--- config.mk ---
export PLATFORM = sky130hd
export DESIGN_NAME = halfstep_clkdiv
export DESIGN_NICKNAME = d
export VERILOG_FILES = /design/src/rtl/hsd_pkg.sv /design/src/rtl/hsd_rst_sync.sv /design/src/rtl/hsd_cfg_shadow.sv /design/src/rtl/hsd_src_pick.sv /design/src/rtl/hsd_period_ctr.sv /design/src/rtl/halfstep_clkdiv.sv
export SDC_FILE = /design/constraint.sdc
export NUM_CORES = 1
export LEC_CHECK = 0
export ABC_CLOCK_PERIOD_IN_PS = 1100
export BUFFER_PORTS_ARGS = -buffer_cell sky130_fd_sc_hd__buf_4
export CORE_UTILIZATION = 55
export CTS_CLUSTER_DIAMETER = 80
export DETAILED_ROUTE_END_ITERATION = 10
export PLACE_DENSITY = 0.77
export SYNTH_ARGS = -nofsm -noshare
export SYNTH_HDL_FRONTEND = slang
export SYNTH_SLANG_ARGS = --single-unit
export TNS_END_PERCENT = 20
--- constraint.sdc ---
create_clock -name clk_i -period 1.1 [get_ports clk_i]
set_input_delay 0.055 -clock clk_i [delete_from_list [all_inputs] [get_ports clk_i]]
set_output_delay 0.055 -clock clk_i [all_outputs]
set_load 0.1 [all_outputs]
--- src/rtl/hsd_pkg.sv ---
`timescale 1ns/1ps
package hsd_pkg;
  localparam int CW_W     = 16;
  localparam int DIV_W    = 7;
  localparam int PRE_W    = 2;
  localparam int DIV_LSB  = 0;
  localparam int PRE_LSB  = 8;
  localparam int PLL_BIT  = 12;
  localparam int ALT_BIT  = 13;
  localparam int EN_BIT   = 15;
  localparam int PRE_BIAS = 3;   // pre-divide count = code + bias
  localparam int DIV_MIN  = 2;

  typedef struct packed {
    logic             en;
    logic [1:0]       sel;   // [0] use pll, [1] pick second pll
    logic [PRE_W-1:0] pre;
    logic [DIV_W-1:0] div;
  } cfg_t;

  localparam int CFG_W = $bits(cfg_t);

  function automatic cfg_t hsd_unpack(input logic [CW_W-1:0] w);
    cfg_t c;
    c.en  = w[EN_BIT];
    c.sel = {w[ALT_BIT], w[PLL_BIT]};
    c.pre = w[PRE_LSB +: PRE_W];
    c.div = w[DIV_LSB +: DIV_W];
    return c;
  endfunction

  function automatic logic hsd_cfg_ok(input cfg_t c);
    return (c.pre != '0) && (c.div >= DIV_W'(DIV_MIN));
  endfunction
endpackage

--- src/rtl/hsd_rst_sync.sv ---
`timescale 1ns/1ps
module hsd_rst_sync #(
  parameter int STAGES = 2
) (
  input  logic clk_i,
  input  logic rst_ni,
  output logic rst_no
);
  logic [STAGES-1:0] sync_q;
  logic [STAGES-1:0] sync_d;

  always_comb begin
    sync_d = {sync_q[STAGES-2:0], 1'b1};
  end

  always_ff @(posedge clk_i or negedge rst_ni) begin
    if (!rst_ni) sync_q <= '0;
    else         sync_q <= sync_d;
  end

  assign rst_no = sync_q[STAGES-1];
endmodule

--- src/rtl/hsd_cfg_shadow.sv ---
`timescale 1ns/1ps
module hsd_cfg_shadow
  import hsd_pkg::*;
(
  input  logic clk_i,
  input  logic rst_ni,
  input  logic load_i,
  input  cfg_t word_i,
  output cfg_t cfg_o
);
  cfg_t cfg_q;
  cfg_t cfg_d;

  always_comb begin
    cfg_d = cfg_q;
    if (load_i) cfg_d = word_i;
  end

  always_ff @(posedge clk_i or negedge rst_ni) begin
    if (!rst_ni) cfg_q <= '0;
    else         cfg_q <= cfg_d;
  end

  assign cfg_o = cfg_q;
endmodule

--- src/rtl/hsd_src_pick.sv ---
`timescale 1ns/1ps
module hsd_src_pick #(
  parameter int NUM_SRC = 3
) (
  input  logic [NUM_SRC-1:0] tick_i,
  input  logic [1:0]         sel_i,
  output logic               tick_o
);
  localparam int IDX_W = (NUM_SRC > 1) ? $clog2(NUM_SRC) : 1;

  logic [IDX_W-1:0]   idx;
  logic [NUM_SRC-1:0] hit;

  // crystal unless pll chosen; then first or second pll
  always_comb begin
    if (!sel_i[0])      idx = IDX_W'(0);
    else if (!sel_i[1]) idx = IDX_W'(1);
    else                idx = IDX_W'(2);
  end

  for (genvar g = 0; g < NUM_SRC; g++) begin : g_hit
    assign hit[g] = tick_i[g] & (idx == IDX_W'(g));
  end

  assign tick_o = |hit;
endmodule

--- src/rtl/hsd_period_ctr.sv ---
`timescale 1ns/1ps
module hsd_period_ctr #(
  parameter int PRE_W  = 2,
  parameter int DIV_W  = 7,
  parameter int BIAS   = 3
) (
  input  logic             clk_i,
  input  logic             rst_ni,
  input  logic             run_i,
  input  logic             step_i,
  input  logic [PRE_W-1:0] pre_i,
  input  logic [DIV_W-1:0] div_i,
  output logic             term_o
);
  localparam int PC_W = PRE_W + 1;

  logic [PC_W-1:0]  pre_q, pre_d;
  logic [DIV_W-1:0] div_q, div_d;
  logic             pre_last, div_last, term;

  always_comb begin
    pre_last = (pre_q == ({1'b0, pre_i} + PC_W'(BIAS - 1)));
    div_last = (div_q == (div_i - DIV_W'(1)));
    term     = run_i & step_i & pre_last & div_last;
    pre_d    = pre_q;
    div_d    = div_q;
    if (!run_i || term) begin
      pre_d = '0;
      div_d = '0;
    end else if (step_i) begin
      if (pre_last) begin
        pre_d = '0;
        div_d = div_q + DIV_W'(1);
      end else begin
        pre_d = pre_q + PC_W'(1);
      end
    end
  end

  always_ff @(posedge clk_i or negedge rst_ni) begin
    if (!rst_ni) begin
      pre_q <= '0;
      div_q <= '0;
    end else begin
      pre_q <= pre_d;
      div_q <= div_d;
    end
  end

  assign term_o = term;
endmodule

--- src/rtl/halfstep_clkdiv.sv ---
`timescale 1ns/1ps
module halfstep_clkdiv
  import hsd_pkg::*;
#(
  parameter int NUM_SRC    = 3,
  parameter int RST_STAGES = 2
) (
  input  logic               clk_i,
  input  logic               rst_ni,
  input  logic [CW_W-1:0]    ctrl_i,
  input  logic [NUM_SRC-1:0] ref_tick_i,
  output logic               div_tick_o,
  output logic               cfg_err_o
);
  logic rst_n_s;
  cfg_t word_dec;
  cfg_t cfg_act;
  logic cfg_ok, running, load, step, term;
  logic pulse_q, pulse_d;

  hsd_rst_sync #(.STAGES(RST_STAGES)) u_rst (
    .clk_i (clk_i),
    .rst_ni(rst_ni),
    .rst_no(rst_n_s)
  );

  assign word_dec = hsd_unpack(ctrl_i);

  hsd_cfg_shadow u_shadow (
    .clk_i (clk_i),
    .rst_ni(rst_n_s),
    .load_i(load),
    .word_i(word_dec),
    .cfg_o (cfg_act)
  );

  always_comb begin
    cfg_ok  = hsd_cfg_ok(cfg_act);
    running = cfg_act.en & cfg_ok;
    load    = !running | term;   // boundary or stopped
  end

  hsd_src_pick #(.NUM_SRC(NUM_SRC)) u_pick (
    .tick_i(ref_tick_i),
    .sel_i (cfg_act.sel),
    .tick_o(step)
  );

  hsd_period_ctr #(.PRE_W(PRE_W), .DIV_W(DIV_W), .BIAS(PRE_BIAS)) u_ctr (
    .clk_i (clk_i),
    .rst_ni(rst_n_s),
    .run_i (running),
    .step_i(step),
    .pre_i (cfg_act.pre),
    .div_i (cfg_act.div),
    .term_o(term)
  );

  always_comb pulse_d = term;

  always_ff @(posedge clk_i or negedge rst_n_s) begin
    if (!rst_n_s) pulse_q <= 1'b0;
    else          pulse_q <= pulse_d;
  end

  assign div_tick_o = pulse_q;
  assign cfg_err_o  = !cfg_ok;
endmodule

; After elaboration in Yosys (flattened, before gate mapping)
; Cells that the tools add are included.
[classes]
addsub = 4
order_cmp = 1
n_eq_ne = 4
mux = 8
n_bitwise = 8
reduce_logical = 10
[ops]
columns = operator, n
row1 = $mux W7, 3
row2 = $mux W3, 3
row3 = $add A7 B1 Y7 const B, 1
row4 = $and A1 B1 Y1, 7
row5 = $eq A7 B7 Y1, 1
row6 = $ge A7 B2 Y1 const B, 1
row7 = $sub A7 B1 Y7 const B, 1
row8 = $reduce_bool A2 Y1, 3
row9 = $mux W2, 2
row10 = $add A2 B2 Y3 const B, 1
row11 = $add A3 B1 Y3 const B, 1
row12 = $eq A3 B3 Y1, 1
row13 = $reduce_or A3 Y1, 1
row14 = $eq A2 B1 Y1 const B, 1
row15 = $eq A2 B2 Y1 const B, 1
row16 = $logic_not A1 Y1, 2
row17 = $logic_not A2 Y1, 1
row18 = $reduce_and A2 Y1, 1
row19 = $logic_and A1 B1 Y1, 1
row20 = $logic_or A1 B1 Y1, 1
row21 = $or A1 B1 Y1, 1
[word_totals]
ff_bits = 25
in_bits = 21
output_inout_bits = 2
elab_cells = 43

; Logic depth before layout (Yosys ltp)
; Gate-level depths: netlist of the first run.
[logic_depth]
depth_word = 11
mapped_depth = 8
mapped_depth_nobuf = 7

; By module
; From an unflattened synthesis of the first run, not the netlist that was laid out.
[unflattened]
hier_cells = 128
hier_area_um2 = 1421.4
[modules_own_cells]
columns = mod, instances, cells_per_inst, area_each_um2, seq_area_each_um2
row1 = hsd_period_ctr, 1, 89, 787.0, 250.2
row2 = hsd_cfg_shadow, 1, 25, 484.2, 300.3
row3 = halfstep_clkdiv, 1, 8, 77.6, 25.0
row4 = hsd_rst_sync, 1, 3, 53.8, 50.0
row5 = hsd_src_pick, 1, 3, 18.8, 0.0

; Worst setup path before layout of the first run
; Ideal clock, no wire load.
[synth_path]
kind = register -> register
from = register u_shadow.cfg_q, in the netlist u_shadow.cfg_o[0]
to = register u_shadow.cfg_q, in the netlist u_shadow.cfg_o[0]
setup_ns = 0.125
arrival_ns = 2.104
required_time_ns = 0.975
path_slack_ns = -1.129
path_stages_with_launch = 8
n_path_buf = 1
synth_period_minus_slack_ns = 2.229
cell_sequence = dfrtp_1 inv_1 ha_1 xor2_1 o2111ai_2 o41ai_4 buf_6 mux2_4
[synth_via]
elab_chain_cells = 7
elab_cells_between_ends = 10
classes_between = 1 x add/sub / 1 x order compare / 1 x eq/ne / 5 x bitwise / 2 x reduce/logical
[synth_lines]
columns = element, line
row1 = start: declaration, hsd_cfg_shadow.sv:11  ; cfg_t cfg_q;
row2 = start signal: assignment, hsd_cfg_shadow.sv:21  ; else cfg_q <= cfg_d;
row3 = $ge A7 B2 Y1, hsd_pkg.sv:33  ; return (c.pre != '0) && (c.div >= DIV_W'(DIV_MIN));
row4 = $logic_and A1 B1 Y1, hsd_pkg.sv:33
row5 = $and A1 B1 Y1, halfstep_clkdiv.sv:39  ; running = cfg_act.en & cfg_ok;
row6 = $and A1 B1 Y1 (3 in a row), hsd_period_ctr.sv:24  ; term = run_i & step_i & pre_last & div_last;
row7 = $or A1 B1 Y1 (*), halfstep_clkdiv.sv:40  ; load = !running | term;
; Every way passes the cells marked *; elsewhere a longest branch is shown, timed or not.
; A chain may end at the register's enable or synchronous reset.

; Final worst setup path of the first run
[layout_path]
from = register u_shadow.cfg_q, in the netlist u_shadow.cfg_o[5]
to = register u_shadow.cfg_q, in the netlist u_shadow.cfg_o[1]
; Same word-level chain as after synthesis.

==> results of run 1 <==
==> worst max path at each step <==
stage / start / to / slack [ps]
2_1_floorplan: u_shadow.cfg_o[0] / u_shadow.cfg_o[0] / -980
3_3_place_gp: u_shadow.cfg_o[4] / u_shadow.cfg_o[6] / -990
3_5_place_dp: u_shadow.cfg_o[5] / u_shadow.cfg_o[6] / -1050
4_1_cts: u_shadow.cfg_o[2] / u_shadow.cfg_o[8] / -1050
5_1_grt: u_shadow.cfg_o[5] / u_shadow.cfg_o[2] / -1320
6_report: u_shadow.cfg_o[5] / u_shadow.cfg_o[1] / -1260
==> logic make-up after synthesis <==
kind of cell | synth area share, %
and+or+nand+nor | 18.6
DFF | 44.4
AOI/OAI and AO/OA | 9.51
muxes | 12.5
xor gates and xnor gates | 8.09
buffers and inverters | 3.02
adders and majority gates | 3.56
other | 0.266
==> worst reg2reg max path, cell delays in order, from the launching register on <==
cell and delay, ps:
dfrtp_2 500, xnor2_2 270, a21boi_1 310, o2111ai_2 260, o41ai_4 360, buf_2 240
mux2_4 320
==> metrics by stage <==
step / instances / setup TNS [ps] / utilization, %
floorplan: 132 / -17010 / -
global placement: 209 / -19630 / 79.4
detailed placement: 209 / -20690 / 79.4
CTS: 231 / -20950 / 91.7
global route: 234 / -27230 / 96.0
finish: 234 / -26320 / 96.0
==> cell usage after synthesis, types with 2 or more instances <==
library cell / number
nor4_1: 4
nand3b_1: 2
or3_1: 2
ha_1: 4
inv_1: 4
nand2_1: 7
o21ai_0: 2
mux2_2: 5
clkbuf_1: 3
mux2_4: 6
nor3_1: 11
dfrtp_1: 25
nand3_1: 2
nor2_1: 14
xnor2_1: 7
xor2_1: 6
mux2i_1: 3
a21oi_1: 5
==> where the power goes <==
group | switching [uW] | total, uW | internal [uW]
logic | 2110 | 4180 | 2060
registers | 433 | 1650 | 1210
clock network | 358 | 507 | 149
==> registers in the layout, summed over array words and instances, names as in the netlist <==
| register | cells |
|---|---|
| u_shadow.cfg_o | 12 |
| div_tick_o | 1 |
| u_ctr.pre_q | 3 |
| u_ctr.div_q | 7 |
| u_rst.sync_q | 2 |
==> cell usage in the layout (no fill, tap or decap), types with 2 or more instances in the layout <==
cell type / instances
buf_4: 57
dfrtp_1: 20
dlygate4sd3_1: 14
nor2_1: 13
mux2_4: 11
xor2_1: 6
nor3_1: 6
nor3_2: 5
xnor2_1: 5
dfrtp_2: 5
a21oi_1: 4
nand2_1: 4
inv_2: 3
ha_1: 3
clkbuf_4: 3
nor4_4: 2
mux2i_1: 2
nand2_2: 2
xnor2_2: 2
nand3b_1: 2
or3_1: 2
nand3_1: 2
buf_6: 2
==> routing by layer <==
layer / vias up / GRT usage, % / share of wire (%)
met2: 177 / 71.1 / 44
met4: 0 / 28.5 / 9.7
met5: - / 0 / 0
met1: 716 / 49.3 / 32
met3: 85 / 13.0 / 14
li1: 619 / - / -
==> what timing repair did <==
action | 4_1_cts | 5_1_grt
setup buffers | 3 | 3
hold endpoints to repair | 14 | 0
setup endpoints to repair | 24 | 24
cloned | 1 | 0
pin swaps | 3 | 6
hold buffers | 14 | 0
gates resized for setup | 22 | 17
==> layout make-up <==
| class | count | area (um^2) | area share [%] |
|---|---|---|---|
| multi-input combinational | 98 | 896 | 40.3 |
| sequential | 25 | 632 | 28.4 |
| timing repair buffer | 75 | 616 | 27.7 |
| tap | 28 | 35.0 | 1.57 |
| clock buffer | 3 | 22.5 | 1.01 |
| inverter | 4 | 15.0 | 0.675 |
| clock inverter | 1 | 8.76 | 0.394 |
==> results.yml, run 1 <==
global_routing:
  first_global_vias: 1548
  grt_pass1_wl_um: 8020
  antenna_found_initial: 0
  grt_max_degree: 24
  track_usage_pct: 43.8
  grt-ovfl-total: 0
synthesis:
  ys.flop_type: "dfrtp_1"
  syn-num-nets: 157
  yosysUniqueCellTypes: 38
  netlist_area_um2: 1410
  syn_avg_cell_area_um2: 10.7
  synthArstFlopShare_pct: 100
  synth-edff-count: 0
  synth_top_area_share_pct: 44.4
  ys_seq_area_share_pct: 44.4
  yosysWarnings: 0
  synth_top_cell_by_area: "dfrtp_1"
  synth_area_leaders: "dfrtp_1 (44%), mux2_4 (6.4%), xnor2_1 (4.4%)"
  synth_cells: 132
  ys_seq_elements: 25
timing:
  period_share_pct: 215
  hold_violations: 0
  worst_slack_ps: -1260
  slew_violations: 0
  min_period_ps: 2360
  fin_skew_ps: 18.2
  grt_setup_unrepaired: "true"
  setup_violations: 24
  hold_ws_ps: 287
  fmax_mhz: 423
placement:
  dpl.hpwl_um: 2400
  pre_cts_slack_ps: -1050
  placed_area_um2: 1840
  io_buffers: 18
  place_congestion: 0.828
cts:
  cts_made_buffers: 3
  clk_path_buf_depth: 2
  cts.sinks: 25
  cts.clk_slew.worst_paths_ps: 180
  cts_tree: "yes"
  htree_levels: 1
  clock_latency_ps: 360
  cts_root_buf: "clkbuf_4"
floorplanning:
  core_um2: 2320
  dieWidth_um: 52.6
  initial_core_util_pct: 60.7
  row_count: 17
  io-pin-count: 23
  die_y_um: 52.6
  die-area_um2: 2770
routing:
  first_iter_violations: 133
  wl_per_cell_um: 26.6
  ant_nets: 0
  vias: 1597
  finalWirelength_um: 6230
  drc: 0
  vias_per_cell: 6.82
  first_pass_iters: 5
cells_and_area:
  nets: 232
  area_delta_synth_final_pct: 58.0
  nFillCells: 51
  design_area_um2: 2220
  drive_gt1_share_pct: 51.5
  diodes: 0
power_and_ir_drop:
  peakVddDrop_mv: 3.10
  power_density_nw_per_um2: 2840
  p_leak_uw: 0.00103
  power_uw: 6330
critical_path:
  crit_family: "compound AO/OA/AOI/OAI gates"
  path_max_fanout: 4
  end_kind: "flop"
  crit_required_ps: 1370
  cp.depth: 6
  regToRegEndpoint: "u_shadow.cfg_o[1]"
  startpoint_type: "flop"
  rr_worst_depth: 6
  cp_slowest_stage_delay_ps: 500
  r2r-start: "u_shadow.cfg_o[5]"
  r2r_setup_slack_ps: -1260
  cp_cell_sequence: "xnor2_2 -> a21boi_1 -> o2111ai_2 -> o41ai_4 -> buf_2 -> mux2_4"
  worst_ep_arrival_time_ps: 2630
  critPathKind: "reg2reg"
  crit_slowest_cell: "dfrtp_2"
  crit_buf_inv: 1
job:
  cap_violations: 0
worst_hold_path:
  hold_path_class: "reg2async"
outcome:
  status: "finished, violations left"
  violations: "negative setup slack"
Power figures use the tool's default switching activity.
==> run 2, diff against run 1 <==
--- a/config.mk
+++ b/config.mk
@@ -10,6 +10,7 @@
 export CORE_UTILIZATION = 55
 export CTS_CLUSTER_DIAMETER = 80
 export DETAILED_ROUTE_END_ITERATION = 10
+export MAX_ROUTING_LAYER = met4
 export PLACE_DENSITY = 0.77
 export SYNTH_ARGS = -nofsm -noshare
 export SYNTH_HDL_FRONTEND = slang
==> run 2 against run 1 <==
Compared with the run above:
- combinational power shrank 3%
- clock skew grew 0.96 ps
- first-iteration DRC count shrank 20%
- register-to-register slack is essentially flat
- the flow still finishes with violations (negative setup slack)
- largest cell class unchanged
==> results.yml, run 2 (synthesis results as in run 1) <==
outcome:
  status: "finished, violations left"
  violations: "negative setup slack"
global_routing:
  track_usage_pct: 44.9
  first_global_vias: 1546
  antenna_found_initial: 0
  grt_max_degree: 24
  grt_pass1_wl_um: 7980
  grt-ovfl-total: 0
routing:
  highest_layer: "met4"
  vias_per_cell: 6.73
  wl_met1_um: 2000
  finalWirelength_um: 5930
  wl_per_cell_um: 25.3
  ant_nets: 0
  dr_wl_met3_um: 683
  wl_met2_um: 2760
  vias: 1574
  first_pass_iters: 5
  drc: 0
  first_iter_violations: 106
power_and_ir_drop:
  p_leak_uw: 0.00102
  peakVddDrop_mv: 2.81
  power_density_nw_per_um2: 2780
cells_and_area:
  mostFrequentLayoutCells: "buf_4 (55), dfrtp_1 (20), dlygate4sd3_1 (14)"
  diodes: 0
  area_delta_synth_final_pct: 58.0
  drive_gt1_share_pct: 52.4
  nets: 232
  largest_reg_flops: 12
  final_common_cell: "buf_4"
worst_hold_path:
  hold_path_class: "reg2async"
critical_path:
  setup.worst_path.start: "u_shadow.cfg_o[10]"
  r2r-start: "u_shadow.cfg_o[10]"
  startpoint_type: "flop"
  path_max_fanout: 4
  crit_required_ps: 1370
  cp_slowest_stage_delay_ps: 490
  critPathKind: "reg2reg"
  cp_cell_sequence: "mux2i_2 -> a21oi_1 -> nand2_2 -> o41ai_4 -> buf_4 -> mux2_2"
  worst_ep_arrival_time_ps: 2640
  end_kind: "flop"
  crit_slowest_cell: "o41ai_4"
cts:
  clk_path_buf_depth: 2
  htree_levels: 1
  cts_made_buffers: 3
  cts_root_buf: "clkbuf_4"
  cts.clk_slew.worst_paths_ps: 180
  cts.sinks: 25
  clock_latency_ps: 360
  cts_tree: "yes"
floorplanning:
  initial_core_util_pct: 60.7
  core_um2: 2320
  row_count: 17
  dieWidth_um: 52.6
  io-pin-count: 23
  die_y_um: 52.6
  die-area_um2: 2770
timing:
  tns_ps: -25260
  hold_violations: 0
  fmax_mhz: 422
  min_period_ps: 2370
  grt_setup_unrepaired: "true"
  slew_violations: 0
  fin_skew_ps: 19.2
  worst_slack_ps: -1270
  period_share_pct: 216
  setup_violations: 24
placement:
  place_congestion: 0.841
  io_buffers: 18
  dpl.hpwl_um: 2400
  pre_cts_slack_ps: -1050
job:
  cap_violations: 0
-- run 2: worst paths after layout --
kind                            cells after the start                  to  slack (ps)
worst max-delay path                                6  u_shadow.cfg_o[10]       -1270
worst min-delay path                                1  u_shadow.cfg_o[10]         290
worst max register to register                      6  u_shadow.cfg_o[10]       -1270
worst min register to register                      1  u_shadow.cfg_o[10]         290
max in group asynchronous                           3     u_rst.sync_q[1]         410
min in group clk_i                                  0     u_rst.sync_q[1]         420
-- run 2: power breakdown --
group | leakage, uW | switching, uW | internal, uW | total, uW
Clock | 0.0000183 | 353 | 149 | 502
Sequential | 0.000308 | 414 | 1210 | 1630
Combinational | 0.000694 | 2030 | 2030 | 4060
-- run 2: worst max-delay path, delay by kind of cell, from the launching register on --
family / cells / cell delay [ps]
compound gates: 2 / 880
mux: 2 / 540
flops: 1 / 460
buf+inv: 1 / 230
simple gates: 1 / 170
-- run 2: timing repair --
action | 4_1_cts | 5_1_grt
cloned | 1 | 0
endpoints found under the hold margin | 14 | 0
gates resized for setup | 22 | 16
pin swaps | 3 | 5
endpoints found under the setup margin | 24 | 24
setup buffers | 3 | 3
hold buffers | 14 | 0
-- run 2: layout make-up --
type                            count  area [um^2]
Clock buffer                        3         22.5
Clock inverter                      1         8.76
Fill cell                          54         93.8
Inverter                            4         15.0
Multi-Input combinational cell     98          888
Sequential cell                    25          632
Tap cell                           28         35.0
Timing Repair Buffer               75          623
-- run 2: per-stage QoR --
step	power (uW)	cells	util [%]	area (um^2)	hold WS [ps]
2_1_floorplan	3270	132	-	1430	-241
3_3_place_gp	4280	209	79.4	1840	-163
3_5_place_dp	4400	209	79.4	1840	-162
4_1_cts	5320	231	91.7	2130	245
5_1_grt	6340	234	96.0	2220	307
6_report	6190	234	96.0	2220	290
-- run 2: layer usage --
metal,vias to the layer above,global-route usage (%)
met2,170,70.7
met4,0,29.4
met3,55,12.5
met1,731,49.5
li1,618,-
met5,-,-
==> run 3, diff against run 2 <==
--- a/config.mk
+++ b/config.mk
@@ -5,13 +5,14 @@
 export SDC_FILE = /design/constraint.sdc
 export NUM_CORES = 1
 export LEC_CHECK = 0
+export ABC_AREA = 1
 export ABC_CLOCK_PERIOD_IN_PS = 1100
 export BUFFER_PORTS_ARGS = -buffer_cell sky130_fd_sc_hd__buf_4
-export CORE_UTILIZATION = 55
+export CORE_UTILIZATION = 57
 export CTS_CLUSTER_DIAMETER = 80
 export DETAILED_ROUTE_END_ITERATION = 10
 export MAX_ROUTING_LAYER = met4
-export PLACE_DENSITY = 0.77
+export PLACE_DENSITY = 0.78
 export SYNTH_ARGS = -nofsm -noshare
 export SYNTH_HDL_FRONTEND = slang
 export SYNTH_SLANG_ARGS = --single-unit
==> run 3 against run 2 <==
Compared with the run above:
- the flow still finishes with violations (negative setup slack)
- global-route usage decreased by 6.5 points
- core utilization decreased by 9.3 points
- clock power decreased by 11%
- sequential share of layout area decreased by 2.0 points
- non-clock buffer count increased by 6
- highest routed layer unchanged
- final area increased by 6.5%
- area after synthesis increased by 16%
- largest power group unchanged
- worst setup slack improved by 560 ps
- critical path type unchanged
==> results.yml, run 3 <==
cells_and_area:
  design_area_um2: 2370
  mostFrequentLayoutCells: "nand2_1 (72), buf_4 (63), dfrtp_1 (25)"
  instances_no_fill: 329
  nFillCells: 140
  final_common_cell: "nand2_1"
  diodes: 0
  drive_gt1_share_pct: 34.6
  post-route-util_pct: 86.6
  largest_reg_flops: 12
  area_delta_synth_final_pct: 45.1
  nets: 324
synthesis:
  syn-num-nets: 243
  ys_seq_area_share_pct: 38.3
  synth_top_area_share_pct: 38.3
  netlist_area_um2: 1630
  synthTopCellsByCount: "nand2_1 (75), inv_1 (26), dfrtp_1 (25), nand3_1 (24), nor2_1 (12)"
  synth_top_cell_by_area: "dfrtp_1"
  synth-edff-count: 0
  synth_cells: 218
  ys.flop_type: "dfrtp_1"
  ys_seq_elements: 25
  synthArstFlopShare_pct: 100
  yosysMostFrequentCell: "nand2_1"
  synth_area_leaders: "dfrtp_1 (38%), nand2_1 (17%), nand3_1 (7.4%)"
  yosysWarnings: 0
  syn_avg_cell_area_um2: 7.49
  yosysUniqueCellTypes: 26
cts:
  clk_path_buf_depth: 2
  cts_tree: "yes"
  clock_latency_ps: 340
  cts.clk_slew.worst_paths_ps: 160
  cts.sinks: 25
  htree_levels: 1
  cts_made_buffers: 3
  cts_root_buf: "clkbuf_4"
critical_path:
  rr_worst_depth: 10
  worst_ep_arrival_time_ps: 2040
  crit_required_ps: 1330
  startpoint_type: "flop"
  critPathKind: "reg2reg"
  r2r_setup_slack_ps: -710
  end_kind: "flop"
  r2r-start: "u_shadow.cfg_o[6]"
  path_max_fanout: 8
  regToRegEndpoint: "u_ctr.div_q[0]"
timing:
  hold_ws_ps: 245
  hold_violations: 0
  slew_violations: 0
  min_period_ps: 1810
  fmax_mhz: 553
  fin_skew_ps: 16.1
  worst_slack_ps: -710
  period_share_pct: 165
  grt_setup_unrepaired: "true"
  setup_violations: 24
routing:
  drc: 0
  first_pass_iters: 5
  vias: 1837
  ant_nets: 0
  finalWirelength_um: 5310
  vias_per_cell: 5.58
  wl_per_cell_um: 16.1
  first_iter_violations: 119
global_routing:
  track_usage_pct: 38.4
  grt_pass1_wl_um: 8760
  antenna_found_initial: 0
  grt-ovfl-total: 0
  grt_max_degree: 24
  first_global_vias: 1889
floorplanning:
  row_count: 19
  core_um2: 2730
  io-pin-count: 23
  die_y_um: 55.5
  die-area_um2: 3080
  initial_core_util_pct: 59.7
  dieWidth_um: 55.5
job:
  cap_violations: 0
outcome:
  status: "finished, violations left"
  violations: "negative setup slack"
placement:
  dpl.cell_count: 309
  placed_area_um2: 2130
  dpl.hpwl_um: 3130
  place_congestion: 0.846
  io_buffers: 18
power_and_ir_drop:
  power_density_nw_per_um2: 2830
  peakVddDrop_mv: 2.28
  p_leak_uw: 0.00132
worst_hold_path:
  hold_path_class: "reg2async"
-- run 3: cell type report --
class / instances / area [um^2] / share of cell area (%)
Clock buffer: 3 / 22.5 / 0.951
Clock inverter: 1 / 5.00 / 0.211
Inverter: 30 / 113 / 4.75
Multi-Input combinational cell: 158 / 880 / 37.1
Sequential cell: 25 / 626 / 26.4
Tap cell: 31 / 38.8 / 1.64
Timing Repair Buffer: 81 / 684 / 28.9
-- run 3: power by group --
group          switching (uW)  internal (uW)  total [uW]
combinational            2610           2040        4650
sequential                377           1220        1600
clock                     310            137         447
total                    3300           3400        6690
-- run 3: per-stage QoR --
step	setup WS, ps	power [uW]	setup TNS [ps]
after floorplan	-491	4130	-10030
after global placement	-518	5430	-11160
after detailed placement	-637	5570	-12970
after CTS	-593	6330	-12900
after global routing	-776	7110	-16450
final	-710	6690	-14720
-- run 3: cells by family (layout without fill, tap and decap cells) --
kind of cell / count (synthesis) / after routing / synth area share (%)
AOI/OAI and AO/OA: 6 / 6 / 2.53
xor gates and xnor gates: 11 / 11 / 5.90
adders and majority gates: 4 / 4 / 3.07
buffers and inverters: 35 / 115 / 10.9
DFF: 25 / 25 / 38.3
other: 1 / 1 / 0.230
and+or+nand+nor: 136 / 136 / 39.1
-- run 3: how the worst max path moves through the flow --
stage	end	slack, ps	cells past startpoint	from
floorplan	u_ctr.div_q[2]	-490	10	u_shadow.cfg_o[1]
global placement	u_ctr.div_q[6]	-520	10	u_shadow.cfg_o[1]
detailed placement	u_shadow.cfg_o[6]	-640	10	u_shadow.cfg_o[1]
CTS	u_shadow.cfg_o[10]	-590	10	u_shadow.cfg_o[1]
global route	u_ctr.div_q[0]	-780	10	u_shadow.cfg_o[4]
finish	u_ctr.div_q[0]	-710	10	u_shadow.cfg_o[6]
-- run 3: repair_timing --
| item | 4_1_cts | 5_1_grt |
|---|---|---|
| gates resized for setup | 12 | 3 |
| hold endpoints to repair | 14 | 2 |
| pin swaps | 3 | 3 |
| setup buffers | 2 | 0 |
| hold buffers | 13 | 1 |
| endpoints found under the setup margin | 24 | 24 |
-- run 3: critical path, cell delays in order, from the launching register on --
cell and delay [ps]:
dfrtp_1 500, nor2_1 140, nand2_1 70, nor2_1 170, nand2_2 130, nand3_4 110, inv_2 60, buf_4 170
buf_12 140, nand4_1 130, nand2_1 60
-- run 3: layer usage --
metal	track usage [%]	routed length [um]	vias up
met5	-	0	-
met4	13.2	207	0
met3	6.09	414	25
met2	66.8	2750	101
met1	45.0	1940	874
li1	-	-	837
